$ cat config.mk
export PLATFORM = sky130hd
export DESIGN_NAME = uart_rxq_top
export DESIGN_NICKNAME = d
export VERILOG_FILES = /design/src/rtl/uart_rxq_pkg.sv /design/src/rtl/rxq_admit.sv /design/src/rtl/rxq_store.sv /design/src/rtl/rxq_status.sv /design/src/rtl/uart_rxq_top.sv
export SDC_FILE = /design/constraint.sdc
export NUM_CORES = 1
export LEC_CHECK = 0
export ABC_AREA = 1
export CAP_MARGIN = 20
export CELL_PAD_IN_SITES_DETAIL_PLACEMENT = 1
export CELL_PAD_IN_SITES_GLOBAL_PLACEMENT = 1
export CORE_ASPECT_RATIO = 1.75
export CORE_MARGIN = 4
export CORE_UTILIZATION = 41
export DETAILED_ROUTE_END_ITERATION = 8
export GPL_TIMING_DRIVEN = 0
export MAX_ROUTING_LAYER = met4
export PLACE_DENSITY = 0.89
export SKIP_LAST_GASP = 1
export SLEW_MARGIN = 20
export SYNTH_ARGS = -nofsm -noshare
export SYNTH_HDL_FRONTEND = slang
export SYNTH_SLANG_ARGS = --single-unit
$ cat constraint.sdc
create_clock -name clk -period 3.1 [get_ports clk]
set_input_delay 0.775 -clock clk [delete_from_list [all_inputs] [get_ports clk]]
set_output_delay 0.775 -clock clk [all_outputs]
set_load 0.03 [all_outputs]
$ cat src/rtl/uart_rxq_pkg.sv
`timescale 1ns/1ps
package uart_rxq_pkg;
    parameter int unsigned RXQ_DATA_W = 8;
    parameter int unsigned RXQ_DEPTH  = 4;

    typedef logic [RXQ_DATA_W-1:0] rxq_byte_t;

    localparam rxq_byte_t BREAK_BYTE = '0;

    // One store request into the queue.
    typedef struct packed {
        logic      valid;
        logic      overwrite;  // replace newest entry instead of appending
        rxq_byte_t data;
    } rxq_push_t;

    typedef enum logic [1:0] {
        RD_NONE  = 2'd0,
        RD_POP   = 2'd1,
        RD_EMPTY = 2'd2
    } rxq_rd_kind_t;

    function automatic rxq_push_t make_push(input logic v, input logic ow,
                                            input rxq_byte_t d);
        rxq_push_t p;
        p.valid     = v;
        p.overwrite = ow;
        p.data      = d;
        return p;
    endfunction
endpackage

$ cat src/rtl/rxq_admit.sv
`timescale 1ns/1ps
module rxq_admit
    import uart_rxq_pkg::*;
#(
    parameter int unsigned DEPTH = RXQ_DEPTH,
    parameter int unsigned CNT_W = $clog2(DEPTH + 1)
) (
    input  logic [CNT_W-1:0] cnt,
    input  logic             rx_en,
    input  logic             in_valid,
    input  rxq_byte_t        in_data,
    input  logic             brk_evt,
    input  logic             rd_stb,
    input  logic             rx_reset,
    output logic             in_ready,
    output rxq_push_t        push,
    output rxq_rd_kind_t     rd_kind
);
    localparam logic [CNT_W-1:0] CNT_FULL = CNT_W'(DEPTH);

    logic full_now;
    logic empty_now;

    assign full_now  = (cnt == CNT_FULL);
    assign empty_now = (cnt == '0);

    // Normal bytes wait while a break owns the store path.
    assign in_ready = rx_en & ~full_now & ~brk_evt;

    always_comb begin
        if (rx_reset)
            rd_kind = RD_NONE;
        else if (rd_stb)
            rd_kind = empty_now ? RD_EMPTY : RD_POP;
        else
            rd_kind = RD_NONE;
    end

    always_comb begin
        if (rx_reset)
            push = make_push(1'b0, 1'b0, BREAK_BYTE);
        else if (brk_evt)
            // A pop in the same cycle frees a slot, so append instead.
            push = make_push(1'b1, full_now & (rd_kind != RD_POP), BREAK_BYTE);
        else if (in_valid & in_ready)
            push = make_push(1'b1, 1'b0, in_data);
        else
            push = make_push(1'b0, 1'b0, in_data);
    end
endmodule

$ cat src/rtl/rxq_store.sv
`timescale 1ns/1ps
module rxq_store
    import uart_rxq_pkg::*;
#(
    parameter int unsigned DEPTH = RXQ_DEPTH,
    parameter int unsigned CNT_W = $clog2(DEPTH + 1),
    parameter int unsigned PTR_W = (DEPTH > 1) ? $clog2(DEPTH) : 1
) (
    input  logic             clk,
    input  logic             rst,
    input  logic             flush,
    input  rxq_push_t        push,
    input  rxq_rd_kind_t     rd_kind,
    output logic [CNT_W-1:0] cnt,
    output rxq_byte_t        rd_data
);
    localparam int unsigned SUM_W = CNT_W + 1;
    localparam logic [SUM_W-1:0] DEPTH_S = SUM_W'(DEPTH);
    localparam logic [PTR_W-1:0] LAST_P  = PTR_W'(DEPTH - 1);

    rxq_byte_t        mem [DEPTH];
    logic [PTR_W-1:0] head;
    logic [PTR_W-1:0] wr_idx;
    logic [SUM_W-1:0] tail_sum;
    logic [DEPTH-1:0] wr_hit;
    logic             pop;
    logic             grow;

    assign pop  = (rd_kind == RD_POP);
    assign grow = push.valid & ~push.overwrite;

    // The tail slot does not move on a pop: the freed head slot lies behind it.
    assign tail_sum = SUM_W'(head) + SUM_W'(cnt);

    always_comb begin
        if (push.overwrite)
            wr_idx = (head == '0) ? LAST_P : head - PTR_W'(1);
        else if (tail_sum >= DEPTH_S)
            wr_idx = PTR_W'(tail_sum - DEPTH_S);
        else
            wr_idx = PTR_W'(tail_sum);
    end

    for (genvar i = 0; i < DEPTH; i++) begin : g_hit
        assign wr_hit[i] = push.valid & (wr_idx == PTR_W'(i));
    end

    always_ff @(posedge clk) begin
        for (int i = 0; i < DEPTH; i++) begin
            if (wr_hit[i])
                mem[i] <= push.data;
        end
    end

    always_ff @(posedge clk) begin
        if (rst || flush) begin
            head <= '0;
            cnt  <= '0;
        end else begin
            if (pop)
                head <= (head == LAST_P) ? '0 : head + PTR_W'(1);
            cnt <= cnt + CNT_W'(grow) - CNT_W'(pop);
        end
    end

    always_ff @(posedge clk) begin
        if (rst)
            rd_data <= '0;
        else if (rd_kind == RD_POP)
            rd_data <= mem[head];
        else if (rd_kind == RD_EMPTY)
            rd_data <= '0;
    end
endmodule

$ cat src/rtl/rxq_status.sv
`timescale 1ns/1ps
module rxq_status
    import uart_rxq_pkg::*;
#(
    parameter int unsigned DEPTH = RXQ_DEPTH,
    parameter int unsigned CNT_W = $clog2(DEPTH + 1)
) (
    input  logic             clk,
    input  logic             rst,
    input  logic [CNT_W-1:0] cnt,
    input  logic             brk_evt,
    input  logic             brk_clr,
    output logic             rdy_flag,
    output logic             full_flag,
    output logic             brk_flag
);
    assign rdy_flag  = (cnt != '0);
    assign full_flag = (cnt == CNT_W'(DEPTH));

    always_ff @(posedge clk) begin
        if (rst)
            brk_flag <= 1'b0;
        else if (brk_evt)
            brk_flag <= 1'b1;
        else if (brk_clr)
            brk_flag <= 1'b0;
    end
endmodule

$ cat src/rtl/uart_rxq_top.sv
`timescale 1ns/1ps
module uart_rxq_top
    import uart_rxq_pkg::*;
#(
    parameter int unsigned DEPTH = RXQ_DEPTH
) (
    input  logic                  clk,
    input  logic                  rst,
    input  logic                  rx_en,
    input  logic                  in_valid,
    input  logic [RXQ_DATA_W-1:0] in_data,
    output logic                  in_ready,
    input  logic                  brk_evt,
    input  logic                  rd_stb,
    output logic [RXQ_DATA_W-1:0] rd_data,
    input  logic                  rx_reset,
    input  logic                  brk_clr,
    output logic                  rdy_flag,
    output logic                  full_flag,
    output logic                  brk_flag
);
    localparam int unsigned CNT_W = $clog2(DEPTH + 1);

    logic [CNT_W-1:0] cnt;
    rxq_push_t        push;
    rxq_rd_kind_t     rd_kind;

    rxq_admit #(.DEPTH(DEPTH), .CNT_W(CNT_W)) admit_i (
        .cnt      (cnt),
        .rx_en    (rx_en),
        .in_valid (in_valid),
        .in_data  (in_data),
        .brk_evt  (brk_evt),
        .rd_stb   (rd_stb),
        .rx_reset (rx_reset),
        .in_ready (in_ready),
        .push     (push),
        .rd_kind  (rd_kind)
    );

    rxq_store #(.DEPTH(DEPTH), .CNT_W(CNT_W)) store_i (
        .clk     (clk),
        .rst     (rst),
        .flush   (rx_reset),
        .push    (push),
        .rd_kind (rd_kind),
        .cnt     (cnt),
        .rd_data (rd_data)
    );

    rxq_status #(.DEPTH(DEPTH), .CNT_W(CNT_W)) status_i (
        .clk       (clk),
        .rst       (rst),
        .cnt       (cnt),
        .brk_evt   (brk_evt),
        .brk_clr   (brk_clr),
        .rdy_flag  (rdy_flag),
        .full_flag (full_flag),
        .brk_flag  (brk_flag)
    );
endmodule

# Yosys cells after proc, flatten, opt, wreduce, memory -nomap -nowiden

Memory sizes are Yosys's and may differ from the RTL's. A register that Yosys moved wholly into a read port is not among the register bits.
Index checks and enable logic that the tools add are counted.

Add/sub/neg operators: 6
$lt $le $gt $ge: 1
Equality and inequality tests: 8
Muxes and demuxes: 33
Bitwise operators: 12
Reduce and logical (&&, ||, !) cells: 10

Operators with widths:

| kind                | number |
|---|---|
| $mux 8              | 5 |
| $mux 10             | 3 |
| $mux 2              | 12 |
| $reduce_or 8->1     | 3 |
| $mux 1              | 13 |
| $and 1x1->1         | 9 |
| $eq 2x2->1 const B  | 4 |
| $add 2x3->4         | 1 |
| $eq 2x1->1 const B  | 2 |
| $ge 4x3->1 const B  | 1 |
| $logic_not 2->1     | 2 |
| $reduce_bool 2->1   | 2 |
| $sub 2x1->2 const B | 2 |
| $add 3x1->3         | 1 |
| $eq 3x3->1 const B  | 1 |
| $logic_not 3->1     | 1 |
| $not 1->1           | 3 |
| $reduce_bool 3->1   | 1 |
| $sub 3x1->3         | 1 |
| $add 2x1->2 const B | 1 |
| $ne 2x1->1 const B  | 1 |
| $logic_or 1x1->1    | 1 |

Register bits after elaboration: 14
Memory bits (writable): 32
Input bits: 16
Output and inout port bits: 12
Logic and storage cells: 75
Memories: 1

Memory list:

| name        | depth | width | rd ports | clocked after Yosys merged registers in | wr ports | RTL line        | RTL |
|---|---|---|---|---|---|---|---|
| store_i.mem | 4     | 8     | 1        | 1                                       | 1        | rxq_store.sv:21 | `rxq_byte_t mem [DEPTH];` |

# Longest topological paths before layout

Word-level depth: 17
Mapped depth: 12
Depth with buffers taken out: 12

# By module

A second synthesis with hierarchy kept.

Cell total of the unflattened synthesis: 264
Area total of the unflattened synthesis: 2321.0 um^2

By module, submodules not included:

| module     | times used | cells each | area an instance (um^2) | sequential area each (um^2) |
|---|---|---|---|---|
| rxq_store  | 1          | 219        | 2093.3                  | 1261.2 |
| rxq_admit  | 1          | 36         | 166.4                   | 0.0 |
| rxq_status | 1          | 9          | 61.3                    | 20.0 |

# Worst setup path after synthesis

OpenSTA, ideal clock, no wires.

Path kind: in2reg
From: input rx_reset
To: register store_i.cnt[2]
Setup time: 0.070 ns
Data arrival time: 2.327 ns
Data required time: 3.030 ns
Setup slack: 0.703 ns
Cell stages on the path: 12
Buffers on the path: 0
Path through: inv_2 -> nand2_2 -> inv_1 -> nand2_4 -> inv_4 -> ha_1 -> inv_1 -> ha_1 -> inv_1 -> fa_1 -> or2_0 -> a21oi_1

Cells in the longest elaborated chain, start to end: 9
Elaborated cells on any way between the ends: 11
Classes of those cells: 2 x add/sub; 2 x eq/ne; 3 x mux; 3 x bitwise; 1 x reduce/logical

Ends and longest elaborated chain:

| what                 | RTL line           | RTL |
|---|---|---|
| start, declared      | uart_rxq_top.sv:16 | `input logic rx_reset,` |
| $mux 2               | rxq_admit.sv:31    | `if (rx_reset)` |
| $ne 2x1->1           | rxq_admit.sv:44    | `push = make_push(1'b1, full_now & (rd_kind != RD_POP), BREAK_BYTE);` |
| $and 1x1->1          | rxq_admit.sv:44    |  |
| $mux 10              | rxq_admit.sv:42    | `else if (brk_evt)` |
| $mux 10              | rxq_admit.sv:40    | `if (rx_reset)` |
| $not 1->1            | rxq_store.sv:30    | `assign grow = push.valid & ~push.overwrite;` |
| $and 1x1->1          | rxq_store.sv:30    |  |
| $add 3x1->3          | rxq_store.sv:62    | `cnt <= cnt + CNT_W'(grow) - CNT_W'(pop);` |
| $sub 3x1->3          | rxq_store.sv:62    |  |
| end signal, assigned | rxq_store.sv:62    |  |
| end, declared        | rxq_store.sv:14    | `output logic [CNT_W-1:0] cnt,` |

Parallel ways exist; a longest one is shown, timed or not.
A chain may end at the register's enable or synchronous reset.

# Final worst setup path

From: input brk_evt
To: output in_ready

Cells in the longest elaborated chain, start to end: 2

Ends and longest elaborated chain:

| what            | RTL line           | RTL |
|---|---|---|
| start, declared | uart_rxq_top.sv:13 | `input logic brk_evt,` |
| $not 1->1       | rxq_admit.sv:28    | `assign in_ready = rx_en & ~full_now & ~brk_evt;` |
| $and 1x1->1     | rxq_admit.sv:28    |  |
| end, declared   | uart_rxq_top.sv:12 | `output logic in_ready,` |

Every way passes these cells.

==> qor.yml <==
run:
  maxCapViolCount: 0
detailed_routing:
  drt-total-wl_um: 5490
  drtAntennaViolNets: 0
  drtPass1Iterations: 4
  wl_per_cell_um: 14.8
  via_per_inst: 4.85
  drcViolationCount: 0
  dr_total_vias: 1800
  drtIter0Drc: 69
logic_synthesis:
  yosysWarningCount: 0
  seq_area_frac_synth_pct: 57.1
  synth.most_common_cell: "nand2_1"
  synthTopCellsByCount: "86 x nand2_1, 49 x nor2_1, 32 x edfxtp_1, 32 x inv_1, 16 x dfxtp_1"
  syn_area_sq_mm: 0.00224
  synth_area_leader_cell: "edfxtp_1"
  synth_nets: 286
  synth_ff_type: "edfxtp_1"
  synth-seq-cells: 48
  synth.avg_cell_area_sq_um: 8.50
  synth_top_area_share_pct: 42.8
  synth.distinct_cells: 26
  async_flop_share_pct: 0
  synthCells: 264
  netlist_top_cells_area: "edfxtp_1 43%, nand2_1 14%, dfxtp_1 14%"
  synth_edf_count: 32
sta:
  hold_slack_ns: 0.468
  rsz0062_at_grt: "no"
  period_share_pct: 94.1
  tightestPinTransition_ns: 0.821
  setup_viol: 0
  final.setup.tns_ns: 0
  slew_viol_final: 0
  max_freq_mhz: 343
  hold_violations: 0
  clock_skew_ns: 0.00688
  min_period_ns: 2.92
  slew_headroom_pct: 45.1
floorplanning:
  die_x_um: 63.9
  num_rows: 35
  core_area_sq_mm: 0.00530
  die_y_um: 106
  dieArea_sq_mm: 0.00677
  initial_core_util_pct: 42.4
  io_pins: 28
layout:
  stdcell_area_sq_mm: 0.00268
  n_fill_cell: 642
  antennaDiodeCount: 0
  fin_nets: 319
  syn2layout_area_growth_pct: 19.5
  layout-drive-gt1-share_pct: 7.74
power_and_ir_drop:
  comb_power_share_pct: 12.0
  p_leak_nw: 1.11
  vdd_drop_max_mv: 0.253
  p_int_mw: 0.914
  p_per_area_mw_per_mm2: 452
  power.total_mw: 1.21
  clock_power_share_pct: 29.3
  swShare_pct: 24.7
  p_seq_share_pct: 58.7
  switchingPower_mw: 0.300
cts:
  insertion_delay_ns: 0.30
  htree_levels: 2
  numCtsBuffers: 5
  cts_sinks: 48
  root_buffer: "clkbuf_8"
  max-clock-path-buffers: 2
  cts_tree: "done"
  path_clk_slew_ns: 0.08
placed_design:
  gp_congestion: 0.811
  dp_hpwl_um: 4170
  io_buffer_count: 26
  placed_area_sq_mm: 0.00260
critical_path:
  slowest_delay_ns: 0.67
  startpoint_type: "input pin"
  cp_slowest_cell: "clkdlybuf4s50_1"
  crit_family: "buffers and inverters"
  crit_type: "input pin to output port"
  arrival_ns: 2.14
  cp.required_ns: 2.32
  critPathBufInv: 3
  endpoint_kind: "output port"
  cpMostUsedCell: "clkdlybuf4s50_1"
  critical_path_peak_fanout: 2
  path_cells: "clkdlybuf4s50_1, clkinvlp_4, nand2_1, nor2_1, clkdlybuf4s50_1"
min_path:
  hp-class: "flip-flop to flip-flop"
global_route:
  gr-usage-all-layers_pct: 18.2
  grt_pass1_vias: 1983
  grt_max_degree: 14
  grt.overflow.total: 0
  antenna_found_initial: 0
  grt_pass1_wl_um: 9080
outcome:
  status: "completed"
-- metrics by stage --
| stage | utilization, % | worst slack, ns | std cells |
|---|---|---|---|
| after global routing | 50.6 | 0.0435 | 371 |
| after detailed placement | 49.0 | -0.308 | 364 |
| final | 50.6 | 0.182 | 371 |
| after CTS | 50.6 | 0.174 | 371 |
| after floorplan | - | 0.703 | 264 |
| after global placement | 49.0 | -0.266 | 364 |
-- power groups by stage --
stage | clock network, mW | registers [mW] | logic, mW
global placement | 0 | 0.725 | 0.137
global route | 0.388 | 0.714 | 0.161
floorplan | 0 | 0.730 | 0.0801
CTS | 0.355 | 0.712 | 0.148
detailed placement | 0 | 0.726 | 0.146
finish | 0.356 | 0.712 | 0.146
-- registers in the layout, indices dropped and copies added, names as in the netlist, named ones only --
register / count
status_i.brk_flag: 1
store_i.cnt: 3
store_i.head: 2
store_i.mem: 32
store_i.rd_data: 8
-- timing repair --
item / in CTS / in global routing
resized for setup: 1 / 0
setup endpoints to repair: 1 / 0
endpoints found under the hold margin: 0 / 0
buffers inserted: 1 / 0
hold buffers: 0 / 0
-- worst paths after layout --
check | slack [ns] | cells past startpoint | to | from
setup reg to reg | 0.86 | 11 | store_i.cnt[2]$_SDFF_PP0_ | store_i.cnt[1]$_SDFF_PP0_
hold reg to reg | 0.47 | 2 | status_i.brk_flag$_SDFFE_PP0P_ | status_i.brk_flag$_SDFFE_PP0P_
hold / removal | 0.47 | 2 | status_i.brk_flag$_SDFFE_PP0P_ | status_i.brk_flag$_SDFFE_PP0P_
setup / recovery | 0.18 | 5 | in_ready | brk_evt
-- kinds of logic (layout without fill, tap and decap cells) --
group                      after synthesis  after routing  share of synthesized area, %
DFF                                     48             48                          57.1
AOI/OAI and AO/OA                       13             13                          3.01
adders and majority gates                6              6                          3.68
buffers and inverters                   43             76                          7.69
and+or+nand+nor                        153            153                          28.2
xor gates and xnor gates                 1              1                         0.390
-- layout make-up --
type	instances	area (sq um)	area share, %
Inverter	36	141	5.27
Tap cell	74	92.6	3.45
Clock buffer	7	76.3	2.85
Sequential cell	48	1280	47.8
Multi-Input combinational cell	173	791	29.5
Timing Repair Buffer	27	268	9.99
Buffer	6	31.3	1.17
-- layer usage --
| layer | part of all wire (%) | GRT usage [%] |
|---|---|---|
| met1 | 32 | 15.8 |
| met2 | 62 | 37.1 |
| met3 | 3.3 | 3.20 |
| met4 | 1.8 | 6.03 |
| met5 | 0 | - |
-- worst reg2reg max path, stage by stage (launching register included) --
cell	delay, ns
dfxtp_1	0.52
nor2_4	0.09
nand2_2	0.10
nand2_4	0.09
inv_4	0.14
ha_1	0.24
inv_1	0.06
ha_1	0.15
inv_1	0.06
fa_1	0.38
or2_0	0.23
a21oi_1	0.11
-- placed cells by master, fill, tap and decap left out, drive strengths merged, types with 2 or more instances in the layout --
cell | Yosys | layout
nand2 | 91 | 91
inv | 35 | 34
clkdlybuf4s50 | 0 | 26
nand3 | 7 | 7
clkbuf | 2 | 8
or2 | 2 | 2
edfxtp | 32 | 32
ha | 5 | 5
nor2 | 51 | 51
a21oi | 11 | 11
dfxtp | 16 | 16
buf | 5 | 6
Power figures use the tool's default switching activity.
